[src/rtl/wbps_pkg.sv]
package wbps_pkg;
    typedef enum logic [2:0] {
        ST_IDLE,
        ST_COUNT,
        ST_LOAD,
        ST_CONFIRM,
        ST_PROG,
        ST_ABORT
    } seq_state_e;
endpackage

[src/rtl/wbps_leadin.sv]
module wbps_leadin #(
    parameter int ADDR_W = 22,
    parameter int DATA_W = 16,
    parameter int unsigned KEY0_ADDR = 'h555,
    parameter int unsigned KEY0_DATA = 'hAA,
    parameter int unsigned KEY1_ADDR = 'h2AA,
    parameter int unsigned KEY1_DATA = 'h55,
    parameter int unsigned KEY2_ADDR = 'h555,
    parameter int unsigned KEY2_DATA = 'h25
) (
    input  logic              clk,
    input  logic              rst_n,
    input  logic              arm,
    input  logic              wr_en,
    input  logic [ADDR_W-1:0] wr_addr,
    input  logic [DATA_W-1:0] wr_data,
    output logic              done
);
    logic [1:0]        step_d, step_q;
    logic [ADDR_W-1:0] key_a;
    logic [DATA_W-1:0] key_d;

    always_comb begin
        case (step_q)
            2'd0:    begin key_a = ADDR_W'(KEY0_ADDR); key_d = DATA_W'(KEY0_DATA); end
            2'd1:    begin key_a = ADDR_W'(KEY1_ADDR); key_d = DATA_W'(KEY1_DATA); end
            default: begin key_a = ADDR_W'(KEY2_ADDR); key_d = DATA_W'(KEY2_DATA); end
        endcase
    end

    always_comb begin
        step_d = step_q;
        done   = 1'b0;
        if (!arm) begin
            step_d = 2'd0;
        end else if (wr_en) begin
            if (wr_addr == key_a && wr_data == key_d) begin
                if (step_q == 2'd2) begin
                    done   = 1'b1;
                    step_d = 2'd0;
                end else begin
                    step_d = step_q + 2'd1;
                end
            end else begin
                step_d = 2'd0;
            end
        end
    end

    always_ff @(posedge clk or negedge rst_n) begin
        if (!rst_n) step_q <= 2'd0;
        else        step_q <= step_d;
    end

    // the lead-in step counter never leaves its three legal values
    p_step_range_r2: assert property (@(posedge clk) disable iff (!rst_n)
        step_q != 2'd3);
    // a write that breaks the lead-in sends the matcher back to the first pair
    p_break_resets_r2: assert property (@(posedge clk) disable iff (!rst_n)
        (arm && wr_en && !(wr_addr == key_a && wr_data == key_d)) |=> step_q == 2'd0);
endmodule

[src/rtl/wbps_store.sv]
module wbps_store #(
    parameter int DATA_W = 16,
    parameter int WORDS  = 16,
    localparam int IDX_W = $clog2(WORDS)
) (
    input  logic                     clk,
    input  logic                     rst_n,
    input  logic                     clr,
    input  logic                     wr,
    input  logic [IDX_W-1:0]         idx,
    input  logic [DATA_W-1:0]        wdata,
    output logic [WORDS*DATA_W-1:0]  words,
    output logic [WORDS-1:0]         mask
);
    logic [DATA_W-1:0] mem_d [WORDS];
    logic [DATA_W-1:0] mem_q [WORDS];
    logic [WORDS-1:0]  mask_d, mask_q;

    always_comb begin
        mask_d = mask_q;
        for (int i = 0; i < WORDS; i++) mem_d[i] = mem_q[i];
        if (clr) begin
            mask_d = '0;
        end else if (wr) begin
            mem_d[idx]  = wdata;
            mask_d[idx] = 1'b1;
        end
    end

    always_ff @(posedge clk or negedge rst_n) begin
        if (!rst_n) begin
            mask_q <= '0;
            for (int i = 0; i < WORDS; i++) mem_q[i] <= '0;
        end else begin
            mask_q <= mask_d;
            for (int i = 0; i < WORDS; i++) mem_q[i] <= mem_d[i];
        end
    end

    for (genvar g = 0; g < WORDS; g++) begin : g_flat
        assign words[g*DATA_W +: DATA_W] = mem_q[g];
    end
    assign mask = mask_q;

    // a load lands in its slot and marks it valid
    p_slot_written_r5: assert property (@(posedge clk) disable iff (!rst_n)
        (wr && !clr) |=> (mask_q[$past(idx)] && mem_q[$past(idx)] == $past(wdata)));
    // a new sequence starts from an empty mask
    p_clear_r5: assert property (@(posedge clk) disable iff (!rst_n)
        clr |=> mask_q == '0);
    // with no load and no clear the buffer holds
    p_hold_r7: assert property (@(posedge clk) disable iff (!rst_n)
        (!wr && !clr) |=> ($stable(mask_q) && $stable(words)));
endmodule

[src/rtl/wbps_ctrl.sv]
module wbps_ctrl
    import wbps_pkg::*;
#(
    parameter int ADDR_W  = 22,
    parameter int DATA_W  = 16,
    parameter int WORDS   = 16,
    parameter int BLK_LSB = 15,
    parameter int unsigned PROG_CMD = 'h29,
    parameter int unsigned CLR_CMD  = 'hF0,
    localparam int IDX_W  = $clog2(WORDS),
    localparam int LINE_W = ADDR_W - IDX_W,
    localparam int BLK_W  = ADDR_W - BLK_LSB
) (
    input  logic              clk,
    input  logic              rst_n,
    input  logic              wr_en,
    input  logic [ADDR_W-1:0] wr_addr,
    input  logic [DATA_W-1:0] wr_data,
    input  logic              leadin_done,
    input  logic              prog_done,
    output logic              arm,
    output logic              st_clr,
    output logic              st_wr,
    output logic [IDX_W-1:0]  st_idx,
    output logic              prog_req,
    output logic [BLK_W-1:0]  prog_blk,
    output logic [ADDR_W-1:0] prog_line,
    output logic              abort_flag
);
    localparam logic [DATA_W-1:0] MAX_WC = DATA_W'(WORDS - 1);
    localparam logic [DATA_W-1:0] P_CMD  = DATA_W'(PROG_CMD);
    localparam logic [DATA_W-1:0] C_CMD  = DATA_W'(CLR_CMD);

    typedef struct packed {
        seq_state_e        state;
        logic [BLK_W-1:0]  blk;
        logic [LINE_W-1:0] line;
        logic [IDX_W-1:0]  remain;
        logic              first;
    } ctrl_t;

    ctrl_t n_d, c_q;
    logic [LINE_W-1:0] in_line;
    logic [BLK_W-1:0]  in_blk;

    assign in_line = wr_addr[ADDR_W-1:IDX_W];
    assign in_blk  = wr_addr[ADDR_W-1:BLK_LSB];

    always_comb begin
        n_d    = c_q;
        st_clr = 1'b0;
        st_wr  = 1'b0;
        case (c_q.state)
            ST_IDLE: begin
                if (leadin_done) n_d.state = ST_COUNT;
            end
            ST_COUNT: begin
                if (wr_en) begin
                    if (wr_data > MAX_WC) begin
                        n_d.state = ST_ABORT;
                    end else begin
                        n_d.blk    = in_blk;
                        n_d.remain = wr_data[IDX_W-1:0];
                        n_d.first  = 1'b1;
                        st_clr     = 1'b1;
                        n_d.state  = ST_LOAD;
                    end
                end
            end
            ST_LOAD: begin
                if (wr_en) begin
                    if (!c_q.first && in_line != c_q.line) begin
                        n_d.state = ST_ABORT;
                    end else begin
                        st_wr     = 1'b1;
                        n_d.line  = in_line;
                        n_d.first = 1'b0;
                        if (c_q.remain == '0) n_d.state  = ST_CONFIRM;
                        else                  n_d.remain = c_q.remain - 1'b1;
                    end
                end
            end
            ST_CONFIRM: begin
                if (wr_en) begin
                    if (wr_data == P_CMD && in_blk == c_q.blk) n_d.state = ST_PROG;
                    else                                       n_d.state = ST_ABORT;
                end
            end
            ST_PROG: begin
                if (prog_done) n_d.state = ST_IDLE;
            end
            ST_ABORT: begin
                if (wr_en && wr_data == C_CMD) n_d.state = ST_IDLE;
            end
            default: n_d.state = ST_IDLE;
        endcase
    end

    always_ff @(posedge clk or negedge rst_n) begin
        if (!rst_n) begin
            c_q.state  <= ST_IDLE;
            c_q.blk    <= '0;
            c_q.line   <= '0;
            c_q.remain <= '0;
            c_q.first  <= 1'b0;
        end else begin
            c_q <= n_d;
        end
    end

    assign arm        = (c_q.state == ST_IDLE);
    assign st_idx     = wr_addr[IDX_W-1:0];
    assign prog_req   = (c_q.state == ST_PROG);
    assign abort_flag = (c_q.state == ST_ABORT);
    assign prog_blk   = c_q.blk;
    assign prog_line  = {c_q.line, {IDX_W{1'b0}}};

    // idle never leads straight into the abort state
    p_idle_no_abort_r2: assert property (@(posedge clk) disable iff (!rst_n)
        (c_q.state == ST_IDLE) |=> !abort_flag);
    // an oversized count aborts
    p_count_abort_r3: assert property (@(posedge clk) disable iff (!rst_n)
        (c_q.state == ST_COUNT && wr_en && wr_data > MAX_WC) |=> abort_flag);
    // a data cycle outside the line aborts
    p_line_abort_r4: assert property (@(posedge clk) disable iff (!rst_n)
        (c_q.state == ST_LOAD && wr_en && !c_q.first && in_line != c_q.line) |=> abort_flag);
    // anything but a matching confirm after the load aborts
    p_confirm_abort_r6: assert property (@(posedge clk) disable iff (!rst_n)
        (c_q.state == ST_CONFIRM && wr_en && !(wr_data == P_CMD && in_blk == c_q.blk))
        |=> abort_flag);
    // the request and its fields hold until done
    p_req_hold_r7: assert property (@(posedge clk) disable iff (!rst_n)
        (prog_req && !prog_done) |=> (prog_req && $stable(prog_blk) && $stable(prog_line)));
    // the buffer is not written while the request is up
    p_req_no_load_r7: assert property (@(posedge clk) disable iff (!rst_n)
        prog_req |-> !(st_wr || st_clr));
    // the abort flag is sticky until the clear command
    p_abort_sticky_r8: assert property (@(posedge clk) disable iff (!rst_n)
        (abort_flag && !(wr_en && wr_data == C_CMD)) |=> abort_flag);
endmodule

[src/rtl/wbuf_prog_seq.sv]
module wbuf_prog_seq #(
    parameter int ADDR_W  = 22,
    parameter int DATA_W  = 16,
    parameter int WORDS   = 16,
    parameter int BLK_LSB = 15,
    parameter int unsigned KEY0_ADDR = 'h555,
    parameter int unsigned KEY0_DATA = 'hAA,
    parameter int unsigned KEY1_ADDR = 'h2AA,
    parameter int unsigned KEY1_DATA = 'h55,
    parameter int unsigned LOAD_ADDR = 'h555,
    parameter int unsigned LOAD_CMD  = 'h25,
    parameter int unsigned PROG_CMD  = 'h29,
    parameter int unsigned CLR_CMD   = 'hF0,
    localparam int IDX_W = $clog2(WORDS),
    localparam int BLK_W = ADDR_W - BLK_LSB
) (
    input  logic                    clk,
    input  logic                    rst_n,
    input  logic                    wr_en,
    input  logic [ADDR_W-1:0]       wr_addr,
    input  logic [DATA_W-1:0]       wr_data,
    input  logic                    prog_done,
    output logic                    prog_req,
    output logic [BLK_W-1:0]        prog_blk,
    output logic [ADDR_W-1:0]       prog_line,
    output logic [WORDS-1:0]        prog_mask,
    output logic [WORDS*DATA_W-1:0] buf_words,
    output logic                    abort_flag
);
    logic             arm, leadin_done, st_clr, st_wr;
    logic [IDX_W-1:0] st_idx;

    wbps_leadin #(
        .ADDR_W(ADDR_W), .DATA_W(DATA_W),
        .KEY0_ADDR(KEY0_ADDR), .KEY0_DATA(KEY0_DATA),
        .KEY1_ADDR(KEY1_ADDR), .KEY1_DATA(KEY1_DATA),
        .KEY2_ADDR(LOAD_ADDR), .KEY2_DATA(LOAD_CMD)
    ) u_leadin (
        .clk(clk), .rst_n(rst_n), .arm(arm), .wr_en(wr_en),
        .wr_addr(wr_addr), .wr_data(wr_data), .done(leadin_done)
    );

    wbps_ctrl #(
        .ADDR_W(ADDR_W), .DATA_W(DATA_W), .WORDS(WORDS), .BLK_LSB(BLK_LSB),
        .PROG_CMD(PROG_CMD), .CLR_CMD(CLR_CMD)
    ) u_ctrl (
        .clk(clk), .rst_n(rst_n), .wr_en(wr_en), .wr_addr(wr_addr),
        .wr_data(wr_data), .leadin_done(leadin_done), .prog_done(prog_done),
        .arm(arm), .st_clr(st_clr), .st_wr(st_wr), .st_idx(st_idx),
        .prog_req(prog_req), .prog_blk(prog_blk), .prog_line(prog_line),
        .abort_flag(abort_flag)
    );

    wbps_store #(
        .DATA_W(DATA_W), .WORDS(WORDS)
    ) u_store (
        .clk(clk), .rst_n(rst_n), .clr(st_clr), .wr(st_wr), .idx(st_idx),
        .wdata(wr_data), .words(buf_words), .mask(prog_mask)
    );

    // request and abort are never raised together
    p_req_abort_excl_r1: assert property (@(posedge clk) disable iff (!rst_n)
        !(prog_req && abort_flag));
endmodule

[config.mk]
export PLATFORM = sky130hd
export DESIGN_NAME = wbuf_prog_seq
export DESIGN_NICKNAME = d
export VERILOG_FILES = /design/src/rtl/wbps_pkg.sv /design/src/rtl/wbps_leadin.sv /design/src/rtl/wbps_store.sv /design/src/rtl/wbps_ctrl.sv /design/src/rtl/wbuf_prog_seq.sv
export SDC_FILE = /design/constraint.sdc
export NUM_CORES = 1
export LEC_CHECK = 0
export BUFFER_PORTS_ARGS = -buffer_cell sky130_fd_sc_hd__clkbuf_2
export CORE_MARGIN = 3
export CORE_UTILIZATION = 24
export DETAILED_ROUTE_END_ITERATION = 8
export GPL_TIMING_DRIVEN = 1
export PLACE_DENSITY = 0.55
export SETUP_SLACK_MARGIN = 0.15
export SYNTH_ARGS = -nofsm -noshare
export SYNTH_HDL_FRONTEND = slang
export SYNTH_SLANG_ARGS = --single-unit
[constraint.sdc]
create_clock -name clk -period 4.25 [get_ports clk]
set_input_delay 0.425 -clock clk [delete_from_list [all_inputs] [get_ports clk]]
set_output_delay 0.425 -clock clk [all_outputs]
set_load 0.03 [all_outputs]
==> key figures <==
Hold path
  • Hold EP: u_ctrl.prog_line[14]
  • Hold path depth: 3
  • Hold path start: wr_addr[14]
  • HP Class: in -> reg

Clock network
  • CTS buffer count: 36
  • Worst skew pair latency: between 0.5 and 0.6 ns
  • CTS resizes: 0
  • H-Tree Depth: 2
  • Root buffer cell: clkbuf_16
  • Clock buffer depth: 3
  • Worst-path clk slew: about 0.060 ns
  • TritonCTS Sinks: ~310
  • CTS tree: built

Run status
  • Status: finished clean

Floorplanning
  • Cell row count: 83
  • Core box area: between 50000 and 60000 sq um
  • Die area: roughly 56000 sq um
  • Die height: approximately 240 um
  • Initial Util: about a quarter
  • Die width: approximately 240 um
  • Io pins: 345

STA
  • FMAX: 0.338 GHz
  • Clock Skew: roughly 0.013 ns
  • Final Cycle Share: a little over two thirds
  • Relative slew slack: 44.0%
  • Final Hold Fails: 0
  • Final Setup Violations: 0
  • TNS Setup: 0 ns
  • RSZ-0062 raised after global routing: no
  • Slew of the pin with the lowest slew margin: approximately 0.84 ns
  • Final min period: between 2 and 3 ns
  • Pins Over Slew Limit: 0

Place
  • Port Buffer Count: 340
  • DPL Wire Length: about 28000 um
  • Placed insts: ~1900
  • GPL Wtd Cong: between 0.7 and 0.8

Critical path
  • CP max stage delay: 0.63 ns
  • R2r setup slk: 1.29 ns
  • Kind of critical path: reg -> reg
  • Reg-to-Reg End: u_store.words[223]
  • Critical path fanouts, max: 17
  • Worst r2r src: u_ctrl.prog_line[11]
  • FF-to-FF path depth: 7
  • Req. time, crit path: 4.66 ns
  • Crit start category: register
  • Critical Path Slowest Stage Cell: a32o_2
  • Cells along the critical path: xnor2_1 > nand4_1 > nor3_1 > a32o_2 > and4_1 > buf_4 > mux2_2
  • Crit path DAT: around 3.4 ns
  • Endpoint type of the worst setup path: register

Job
  • Maxcap violations: 0

Finish
  • Diode count: 0
  • Most frequent cells in the layout: clkbuf_2 (339), dfrtp_1 (307), mux2_2 (264), nand2_1 (89), clkbuf_16 (37)
  • Layout area overhead: 25.9%
  • NumNets Final: approximately 1300
  • Non-Filler Instances: between 1500 and 2000
  • Fillers: 5242
  • Most common cell after layout, fill and taps aside: clkbuf_2
  • Fraction of layout cells with a size suffix above 1: between 50% and 60%

GRT
  • GRT Residual Overflow: 0
  • Initial antenna violation count: 2
  • Largest net degree at the start of global routing: approximately 110
  • All-layer global routing usage: between 10% and 20%
  • First-pass GRT wire length: 59000 um
  • Vias in the first global route: about 8800

Synth
  • Synth Area in Simple Gates: 8.17%
  • Post-synthesis mux area share: about a quarter
  • Adder-cell area share of the yosys netlist: less than 1%
  • EDFF count, synth: 0
  • Complex-gate fraction of the synthesized area: under 10%
  • Largest family of logic cells by synthesized area: multiplexers
  • Cells after Synth: approximately 900
  • Avg Cell Area, Syn: 14.1 sq um
  • Ys flop type: dfrtp_1
  • Yosys warning count: 0
  • Mapped cell area: roughly 13000 sq um
  • XOR/XNOR share of the synthesized area: between 1.5 and 2%
  • Yosys cell types: about 50
  • Ys async rst share: between 90% and 100%
  • Seq cells post-synth: around 310
  • Register area share after synthesis: between 60 and 70%

Routing
  • DRC: 0
  • DR vias: roughly 8500
  • Post-route ant nets: 0
  • Drt wl/cell: just over 20 um
  • DR pass1 iterations: 4
  • Post-DR vias/cell: ~4.4
  • Iter 0 DRT Violations: 377
  • Total Routed Length: ~40000 um

Power
  • P_leak: 8.70 nW
  • Power, Total: 0.00626 W
  • Power per cell area: around 390 nW/um^2
  • Maximum VDD drop: 0.000257 V
worst max-delay path, delay by kind of cell (launching register included):
kind | cells | cell delay, ns
xor+xnor | 1 | 0.30
buf+inv | 1 | 0.29
simple gates | 3 | 0.83
compound gates | 1 | 0.63
flops | 1 | 0.41
mux | 1 | 0.38
metal layers:
layer	GRT usage [%]	share of wire, %	vias to the layer above
met1	17.2	42	4419
met3	3.26	5.8	53
li1	-	-	3752
met5	0	0	-
met4	4.45	2.4	0
met2	23.9	50	246
report_power, final:
group / switching [W] / total, W / internal (W)
registers: 0.0000288 / 0.00296 / 0.00293
logic: 0.000234 / 0.000309 / 0.0000758
clock network: 0.00125 / 0.00299 / 0.00174
total: 0.00151 / 0.00626 / 0.00475
final cells by class:
| cell class | count | area, sq um | area share [%] |
|---|---|---|---|
| clock buffer | 51 | 1020 | 6.33 |
| clock inverter | 13 | 114 | 0.708 |
| multi-input combinational | 508 | 4540 | 28.2 |
| sequential | 307 | 7680 | 47.8 |
| tap | 680 | 851 | 5.29 |
| inverter | 6 | 22.5 | 0.140 |
| timing repair buffer | 357 | 1850 | 11.5 |
stage by stage:
step	hold slack, ns	cell area (sq um)	setup WS (ns)	util (%)
2_1_floorplan	0.129	12800	2.00	-
3_3_place_gp	0.453	14900	1.16	28.7
3_5_place_dp	0.459	14900	1.18	28.7
4_1_cts	0.0977	16100	1.30	30.9
5_1_grt	0.123	16100	1.13	30.9
6_report	0.143	16100	1.29	30.9
sequential cells by signal (all words and copies together), names as in the netlist:
| name | cells |
|---|---|
| u_ctrl.c_q | 8 |
| u_ctrl.prog_line | 18 |
| u_leadin.step_q | 2 |
| u_store.mask | 16 |
| u_ctrl.prog_blk | 7 |
| u_store.words | 256 |
kinds of logic (layout without fill, tap and decap cells):
| logic type | count (synthesis) | count (layout) |
|---|---|---|
| flip-flops | 307 | 307 |
| multiplexers | 266 | 266 |
| AND/OR/NAND/NOR | 178 | 178 |
| buffers and inverters | 91 | 427 |
| AO/OA/AOI/OAI | 33 | 33 |
| XOR/XNOR | 26 | 26 |
| adder cells (fa/ha/maj) | 1 | 1 |
| other | 1 | 4 |
repair_timing:
action                     4_1_cts  5_1_grt
setup endpoints to repair        0        0
setup buffers                    0        0
hold buffers                     1        0
hold endpoints to repair        96        0
cell usage after synthesis, drive strengths merged (2+ instances only):
cell type  number  area (sq um)
dfrtp         307          7680
mux2          264          2970
nand2          89           334
buf            52           418
clkbuf         33           124
xnor2          19           166
nand3          16           193
nor2           14          60.1
nand4           9          68.8
nor2b           9          56.3
nor4            9          56.3
a21o            7          52.6
nor3            7          51.3
xor2            7          61.3
inv             6          22.5
a21oi           5          25.0
nor4bb          5          50.1
a311oi          4          35.0
nand2b          4          25.0
a211oi          3          22.5
nand4b          3          26.3
nor4b           3          26.3
o21ai           3          15.0
a31oi           2          12.5
and2            2          12.5
and4            2          17.5
mux2i           2          20.0
nor3b           2          37.5
o22ai           2          12.5
or4             2          15.0
worst max-delay path by stage:
stage | startpoint | cells after the start | to
floorplan | wr_addr[18] | 8 | u_store.words[120]
global placement | wr_addr[15] | 8 | u_store.words[231]
detailed placement | wr_addr[15] | 8 | u_store.words[214]
CTS | u_ctrl.prog_line[12] | 7 | u_store.words[223]
global route | u_ctrl.prog_line[11] | 7 | u_store.words[219]
finish | u_ctrl.prog_line[11] | 7 | u_store.words[223]
(Power assumes the default switching activity.)
